--- src/rtl/mbx_flag_pkg.sv ---
package mbx_flag_pkg;
  parameter int unsigned NPROC      = 2;
  parameter int unsigned AW         = 12;
  parameter int unsigned DW         = 32;
  parameter int unsigned SET_SHIFT  = 16;
  parameter logic [AW-1:0] WIN_STRIDE = 12'h010;
  parameter logic [AW-1:0] CMD_OFS    = 12'h008;
  parameter logic [AW-1:0] STAT_OFS   = 12'h00C;
  parameter logic [AW-1:0] CFG_ADDR   = 12'h3F0;

  typedef enum logic [1:0] {
    REG_NONE = 2'd0,
    REG_CMD  = 2'd1,
    REG_STAT = 2'd2,
    REG_CFG  = 2'd3
  } reg_kind_e;

  typedef struct packed {
    reg_kind_e kind;
    logic      win;
  } reg_hit_t;

  function automatic reg_hit_t decode_addr(input logic [AW-1:0] a);
    reg_hit_t h;
    h.kind = REG_NONE;
    h.win  = 1'b0;
    if (a == CFG_ADDR) begin
      h.kind = REG_CFG;
    end else begin
      for (int p = 0; p < NPROC; p++) begin
        if (a == WIN_STRIDE * p[AW-1:0] + CMD_OFS) begin
          h.kind = REG_CMD;
          h.win  = p[0];
        end
        if (a == WIN_STRIDE * p[AW-1:0] + STAT_OFS) begin
          h.kind = REG_STAT;
          h.win  = p[0];
        end
      end
    end
    return h;
  endfunction
endpackage

--- src/rtl/mbx_cmd_split.sv ---
module mbx_cmd_split
  import mbx_flag_pkg::*;
#(
  parameter int unsigned NCH = 16
) (
  input  logic           we,
  input  logic [DW-1:0]  wdata,
  output logic [NCH-1:0] set_mask,
  output logic [NCH-1:0] clr_mask
);
  always_comb begin
    set_mask = '0;
    clr_mask = '0;
    if (we) begin
      set_mask = wdata[SET_SHIFT +: NCH];
      clr_mask = wdata[NCH-1:0];
    end
  end
endmodule

--- src/rtl/mbx_flag_bank.sv ---
module mbx_flag_bank #(
  parameter int unsigned NCH = 16
) (
  input  logic           clk,
  input  logic           rst_n,
  input  logic [NCH-1:0] set_mask,
  input  logic [NCH-1:0] clr_mask,
  output logic [NCH-1:0] flags
);
  for (genvar c = 0; c < NCH; c++) begin : g_ch
    always_ff @(posedge clk or negedge rst_n) begin
      if (!rst_n)           flags[c] <= 1'b0;
      else if (set_mask[c]) flags[c] <= 1'b1;
      else if (clr_mask[c]) flags[c] <= 1'b0;
    end
  end
endmodule

--- src/rtl/mbx_flag_ctrl.sv ---
module mbx_flag_ctrl
  import mbx_flag_pkg::*;
#(
  parameter int unsigned NCH = 16
) (
  input  logic          clk,
  input  logic          rst_n,
  input  logic          bus_sel,
  input  logic [11:0]   bus_addr,
  input  logic          bus_we,
  input  logic [31:0]   bus_wdata,
  output logic [31:0]   bus_rdata,
  input  logic          peer_we,
  input  logic [31:0]   peer_wdata,
  output logic [1:0]    irq_rx_pend,
  output logic [1:0]    irq_tx_free
);
  reg_hit_t hit;
  logic [NPROC-1:0]          cmd_we;
  logic [NPROC-1:0][DW-1:0]  cmd_data;
  logic [NPROC-1:0][NCH-1:0] set_m, clr_m, flags;
  logic [NPROC-1:0][NCH-1:0] set_ev, clr_ev;

  assign hit = decode_addr(bus_addr);

  always_comb begin
    cmd_we   = '0;
    cmd_data = '0;
    if (bus_we && hit.kind == REG_CMD && hit.win == bus_sel) begin
      cmd_we[bus_sel]   = 1'b1;
      cmd_data[bus_sel] = bus_wdata;
    end
    if (peer_we) begin
      cmd_we[!bus_sel]   = 1'b1;
      cmd_data[!bus_sel] = peer_wdata;
    end
  end

  for (genvar p = 0; p < NPROC; p++) begin : g_proc
    mbx_cmd_split #(.NCH(NCH)) u_split (
      .we(cmd_we[p]), .wdata(cmd_data[p]),
      .set_mask(set_m[p]), .clr_mask(clr_m[p])
    );
    assign set_ev[p] = set_m[p];
    assign clr_ev[p] = clr_m[1-p];
    mbx_flag_bank #(.NCH(NCH)) u_bank (
      .clk(clk), .rst_n(rst_n),
      .set_mask(set_ev[p]), .clr_mask(clr_ev[p]),
      .flags(flags[p])
    );
    assign irq_rx_pend[p] = |flags[1-p];
    assign irq_tx_free[p] = ~&flags[p];
  end

  always_comb begin
    bus_rdata = '0;
    case (hit.kind)
      REG_STAT: bus_rdata[NCH-1:0] = flags[hit.win];
      REG_CFG:  bus_rdata[7:0]     = 8'(NCH);
      default:  bus_rdata = '0;
    endcase
  end
endmodule

--- config.mk ---
export PLATFORM = sky130hd
export DESIGN_NAME = mbx_flag_ctrl
export DESIGN_NICKNAME = d
export VERILOG_FILES = /design/src/rtl/mbx_flag_pkg.sv /design/src/rtl/mbx_cmd_split.sv /design/src/rtl/mbx_flag_bank.sv /design/src/rtl/mbx_flag_ctrl.sv
export SDC_FILE = /design/constraint.sdc
export NUM_CORES = 1
export LEC_CHECK = 0
export ABC_CLOCK_PERIOD_IN_PS = 2860
export CAP_MARGIN = 20
export CORE_UTILIZATION = 35
export CTS_BUF_LIST = sky130_fd_sc_hd__clkbuf_8
export DETAILED_ROUTE_END_ITERATION = 8
export DONT_BUFFER_PORTS = 1
export PLACE_DENSITY = 0.49
export SYNTH_ARGS = -nofsm -noshare
export SYNTH_HDL_FRONTEND = slang
export SYNTH_HIERARCHICAL = 1
export SYNTH_SLANG_ARGS = --single-unit
--- constraint.sdc ---
create_clock -name clk -period 2.86 [get_ports clk]
set_clock_uncertainty 0.15 [all_clocks]
set_input_delay 0.286 -clock clk [delete_from_list [all_inputs] [get_ports clk]]
set_output_delay 0.286 -clock clk [all_outputs]
set_load 0.02 [all_outputs]
Yosys cells after proc, flatten, opt, wreduce, memory -nomap -nowiden
Index checks and enable logic that the tools add are counted.
- flip-flop bits (word level): 32
- latch bits: 0
- RAM bits: 0
- ROM bits: 0
- bits of input ports: 81
- output and inout bits: 36
- word-level logic and storage cells: 182
- memories kept: 0
- add/sub/neg operators: 0
- multipliers: 0
- div/mod/pow operators: 0
- $lt $le $gt $ge: 5
- equal/unequal tests: 9
- shifts and indexed selects: 0
- muxes and demuxes: 91
- bitwise operators: 2
- reductions and logical operators: 43
- operators by type and width (kind ; count):
    $mux 64 ; 2
    $mux 16 ; 6
    $mux 1 ; 67
    $and 64x64->64 ; 1
    $bwmux 64 ; 1
    $demux 32 s1 ; 2
    $mux 32 ; 2
    $reduce_bool 2->1 ; 32
    $reduce_and 16->1 ; 2
    $reduce_or 16->1 ; 2
    $eq 12x4->1 const B ; 2
    $eq 12x5->1 const B ; 2
    $pmux 8 s2 ; 1
    $eq 12x10->1 const B ; 1
    $mux 3 ; 3
    $mux 2 ; 4
    $mux 8 ; 1
    $lt 1x2->1 const B ; 3
    $eq 2x2->1 const B ; 2
    $logic_and 1x1->1 ; 4
    $logic_not 1->1 ; 3
    $demux 1 s1 ; 2
    $eq 2x1->1 const B ; 1
    $ge 1x1->1 const B ; 2
    2 further kinds ; 2

Depth between registers and ports, before layout
- word-level depth: 15
- depth in mapped cells: 9
- depth with buffers taken out: 6

Hierarchy
The synthesis kept the hierarchy.
- modules (own cells, without submodules) (module ; times used ; cells an instance ; area each (um^2) ; sequential area each (um^2)):
    mbx_flag_ctrl ; 1 ; 243 ; 1525.2 ; 0.0
    mbx_flag_bank ; 2 ; 48 ; 580.6 ; 400.4
    mbx_cmd_split ; 2 ; 35 ; 255.2 ; 0.0

Worst setup path after synthesis
OpenSTA, ideal clock, no wires.
- path type: input port to output port
- start point: input port bus_addr[1]
- end point: output port bus_rdata[4]
- arrival time: 1.559 ns
- required time: 2.424 ns
- path slack: 0.865 ns
- stages: 4
- path buffers: 2
- cells stage by stage: nor4_2 > buf_4 > buf_2 > a21boi_0
- word-level cells in the longest chain between the ends: 8
- elaborated cells between the ends (all ways): 16
- classes of those cells: eq/ne: 7; mux: 9
- RTL lines (what ; line ; text):
    start: declaration ; mbx_flag_ctrl.sv:9 ; input logic [11:0] bus_addr,
    $eq 12x4->1 (on tied branches) ; mbx_flag_pkg.sv:31, mbx_flag_pkg.sv:35 ;
    $mux 2 / $mux 3 (equally long branches) ; mbx_flag_pkg.sv:31, mbx_flag_pkg.sv:35 ;
    $mux 3 (on tied branches) ; mbx_flag_pkg.sv:35, mbx_flag_pkg.sv:31 ;
    $mux 3 (on tied branches) ; mbx_flag_pkg.sv:31, mbx_flag_pkg.sv:35 ;
    $mux 3 / $mux 1 (equally long branches) ; mbx_flag_pkg.sv:35, mbx_flag_pkg.sv:27 ;
    $mux 2 / $mux 16 (equally long branches) ; mbx_flag_pkg.sv:27, mbx_flag_ctrl.sv:58 ;
    $eq 2x2->1 / $mux 16 (equally long branches) ; mbx_flag_ctrl.sv:57, mbx_flag_ctrl.sv:58 ;
    $pmux 8 s2 * ; mbx_flag_ctrl.sv:57 ; case (hit.kind)
    end: declaration ; mbx_flag_ctrl.sv:12 ; output logic [31:0] bus_rdata,
Mark *: on every way between the ends. The rest lies on a longest branch, timed or not. The select of a mux whose other input is x is not followed.

Worst setup path in the final report
- start point: register g_proc[1].u_bank.flags[4]
- end point: output port irq_tx_free[1]
- word-level cells in the longest chain between the ends: 2
- RTL lines (what ; line ; text):
    start: declaration ; mbx_flag_bank.sv:8 ; output logic [NCH-1:0] flags
    start signal: indexed assignment ; mbx_flag_bank.sv:12 ; if (!rst_n) flags[c] <= 1'b0;
    start signal: indexed assignment ; mbx_flag_bank.sv:13 ; else if (set_mask[c]) flags[c] <= 1'b1;
    start signal: indexed assignment ; mbx_flag_bank.sv:14 ; else if (clr_mask[c]) flags[c] <= 1'b0;
    $reduce_and 16->1 ; mbx_flag_ctrl.sv:52 ; assign irq_tx_free[p] = ~&flags[p];
    $logic_not 1->1 ; mbx_flag_ctrl.sv:52 ;
    end: declaration ; mbx_flag_ctrl.sv:16 ; output logic [1:0] irq_tx_free
Every way passes these cells.

==> results.cfg <==
[grt]
gr-usage-all-layers = 0.197
grt_pass1_wl_um = 15000
antenna_found_initial = 0
grt_pass1_vias = 2821
overflow = 0
grt_max_degree = 44

[synth]
synth_top_area_cell = dfrtp_1
yosysUniqueCellTypes = 34
synthCells = 409
yosysSeqAreaShare = 0.250
synth_area_per_cell_um2 = 7.82
syn_area_mm2 = 0.00320
ys_ff_latch = 32
netlist.area_leader.share = 0.250
ys_warn_count = 6
synth_area_leaders = dfrtp_1, and2_2, nand2_1

[timing]
finalSetupTns_ps = 0
drv_slew = 0
rsz0062_at_grt = false
fin_crit_sh = 0.679
setup_viol = 0
layout_min_cycle_time_ps = 1940
hold_viol = 0
max_clock_freq_ghz = 0.515

[clock_tree]
clk_pin_slew_ps = 70
h-tree-depth = 2
cts_inserted_buffers = 5
ctsLongestPathBuffers = 2
postCtsSetupBuffers = 0
clock-sinks = 32
cts_resized = 0
insertion_delay_ps = 290
tritoncts = done
cts_root_buffer = clkbuf_8

[routing]
ant_nets = 0
wl_met3_um = 631
drtIter0Drc = 154
drt-total-wl_um = 9060
drc = 0
wl_met2_um = 4150
routedWlPerCell_um = 17.4
avgViaCountPerCell = 5.40
wl_met1_um = 4210
maxUsedRoutingLayer = met4
vias = 2808
dr.pass1.iters = 4

[cells_and_area]
seq_area_um2 = 801
largestRegisters = g_proc.u_bank/flags: 32 flops
area_delta_synth_final_pct = 7.75
mostFrequentLayoutCells = nand2_1, and2_2
layout-drive-gt1-share = 0.301
n_fill_cell = 929
layout_commonest_cell = nand2_1
multi_input_area_mm2 = 0.00204
largest_reg_flops = 32
antenna_cells = 0
finalNetCount = 492
max_flop_register = g_proc.u_bank/flags

[power_and_ir_drop]
p_leak_uw = 0.00159
cellPowerDensity_mw_per_mm2 = 423
ir_drop_mv = 0.204
p_total_uw = 1460

[critical_path]
rrSetupSlack_ps = 1960
end_kind = primary output
critical_path_buf_inv_count = 0
worst_ep_required_time_ps = 2420
crit_fanout = 4
arrival_ps = 1510
reg2reg_depth = 1
critPathKind = flip-flop to primary output
worstPathCellList = nand4_1, or4_1
slowest_delay_ps = 660
cp_slowest_cell = or4_1
crit_family = simple AND/OR/NAND/NOR gates
crit_path_start_kind = flip-flop
cp.depth = 2

[floorplanning]
start_util = 0.365
coreArea_mm2 = 0.00876
std_cell_rows = 34
die_area_mm2 = 0.00952
io_pins = 117
die_w_um = 97.6
die_y_um = 97.6

[min_path]
hp-class = primary input to flip-flop
min_path_cells = 4

[placed_design]
gp_congestion = 0.789
dp_hpwl_um = 6500
portBuffers = 0

[run_status]
status = complete, no violations

[run]
maxCapViolations = 0
## Yosys cell counts
cell type / instances
and2_2: 64
buf_6: 1
o21bai_1: 2
clkbuf_1: 12
inv_1: 32
nor4_2: 1
a32o_1: 9
nand4_1: 13
a31o_1: 1
or4_1: 2
and2_1: 1
nor2_1: 16
nor4_4: 1
nor4bb_1: 1
nor2b_1: 2
buf_8: 3
dfrtp_1: 32
mux2_2: 1
buf_4: 18
and4_1: 2
buf_1: 2
nand2_1: 67
mux2i_1: 15
o21ai_0: 32
clkbuf_2: 6
nor4_1: 8
nor3_1: 1
a21o_1: 32
buf_2: 5
a21boi_0: 1
nand3_1: 2
conb_1: 1
and3b_1: 1
a32o_2: 22
## final cells by class
class / instances / area share
tap: 108 / 0.0392
clock inverter: 1 / 0.00872
multi-input combinational: 313 / 0.594
inverter: 32 / 0.0349
sequential: 32 / 0.232
timing repair buffer: 27 / 0.0632
clock buffer: 7 / 0.0280
## logic make-up (layout without fill, tap and decap cells)
| group | after synthesis | in the layout | synth area share |
|---|---|---|---|
| buf+inv | 79 | 67 | 0.131 |
| simple gates | 182 | 182 | 0.326 |
| other cells | 1 | 16 | 0.00117 |
| flops | 32 | 32 | 0.250 |
| compound gates | 99 | 99 | 0.241 |
| mux | 16 | 16 | 0.0505 |
## routing by layer
metal | up-vias | GRT usage
met3 | 6 | 0.0439
li1 | 1386 | -
met5 | - | 0
met1 | 1333 | 0.276
met2 | 83 | 0.306
met4 | 0 | 0.0509
## timing repair
action	4_1_cts	5_1_grt
endpoints found under the setup margin	0	0
hold endpoints to repair	32	0
hold buffers	2	0
## worst min-delay path: cells and delay by family
family	cells	cell delay, ps
AO/OA/AOI/OAI	2	120
AND/OR/NAND/NOR	2	150
## worst paths after layout
kind | startpoint | to
max in group asynchronous | rst_n | g_proc[1].u_bank/flags[7]
worst max-delay path | g_proc[1].u_bank/flags[4] | irq_tx_free[1]
min in group asynchronous | rst_n | g_proc[1].u_bank/flags[2]
worst min-delay path | peer_wdata[23] | g_proc[0].u_bank/flags[7]
worst min register to register | g_proc[1].u_bank/flags[14] | g_proc[1].u_bank/flags[14]
worst max register to register | g_proc[0].u_bank/flags[9] | g_proc[0].u_bank/flags[9]
## power by group
group,switching (uW),internal (uW)
Clock,180,308
Combinational,129,153
Sequential,133,554
## through the flow
| step | std cells | hold WS [ps] | worst slack [ps] | util | instance area [um2] |
|---|---|---|---|---|---|
| after CTS | 520 | 149 | 915 | 0.393 | 3440 |
| after floorplan | 424 | -160 | 865 | - | 3250 |
| after detailed placement | 510 | -157 | 796 | 0.375 | 3290 |
| final | 520 | 159 | 919 | 0.393 | 3440 |
| after global routing | 520 | 175 | 847 | 0.393 | 3440 |
| after global placement | 510 | -158 | 819 | 0.375 | 3290 |
(Power assumes the default switching activity.)
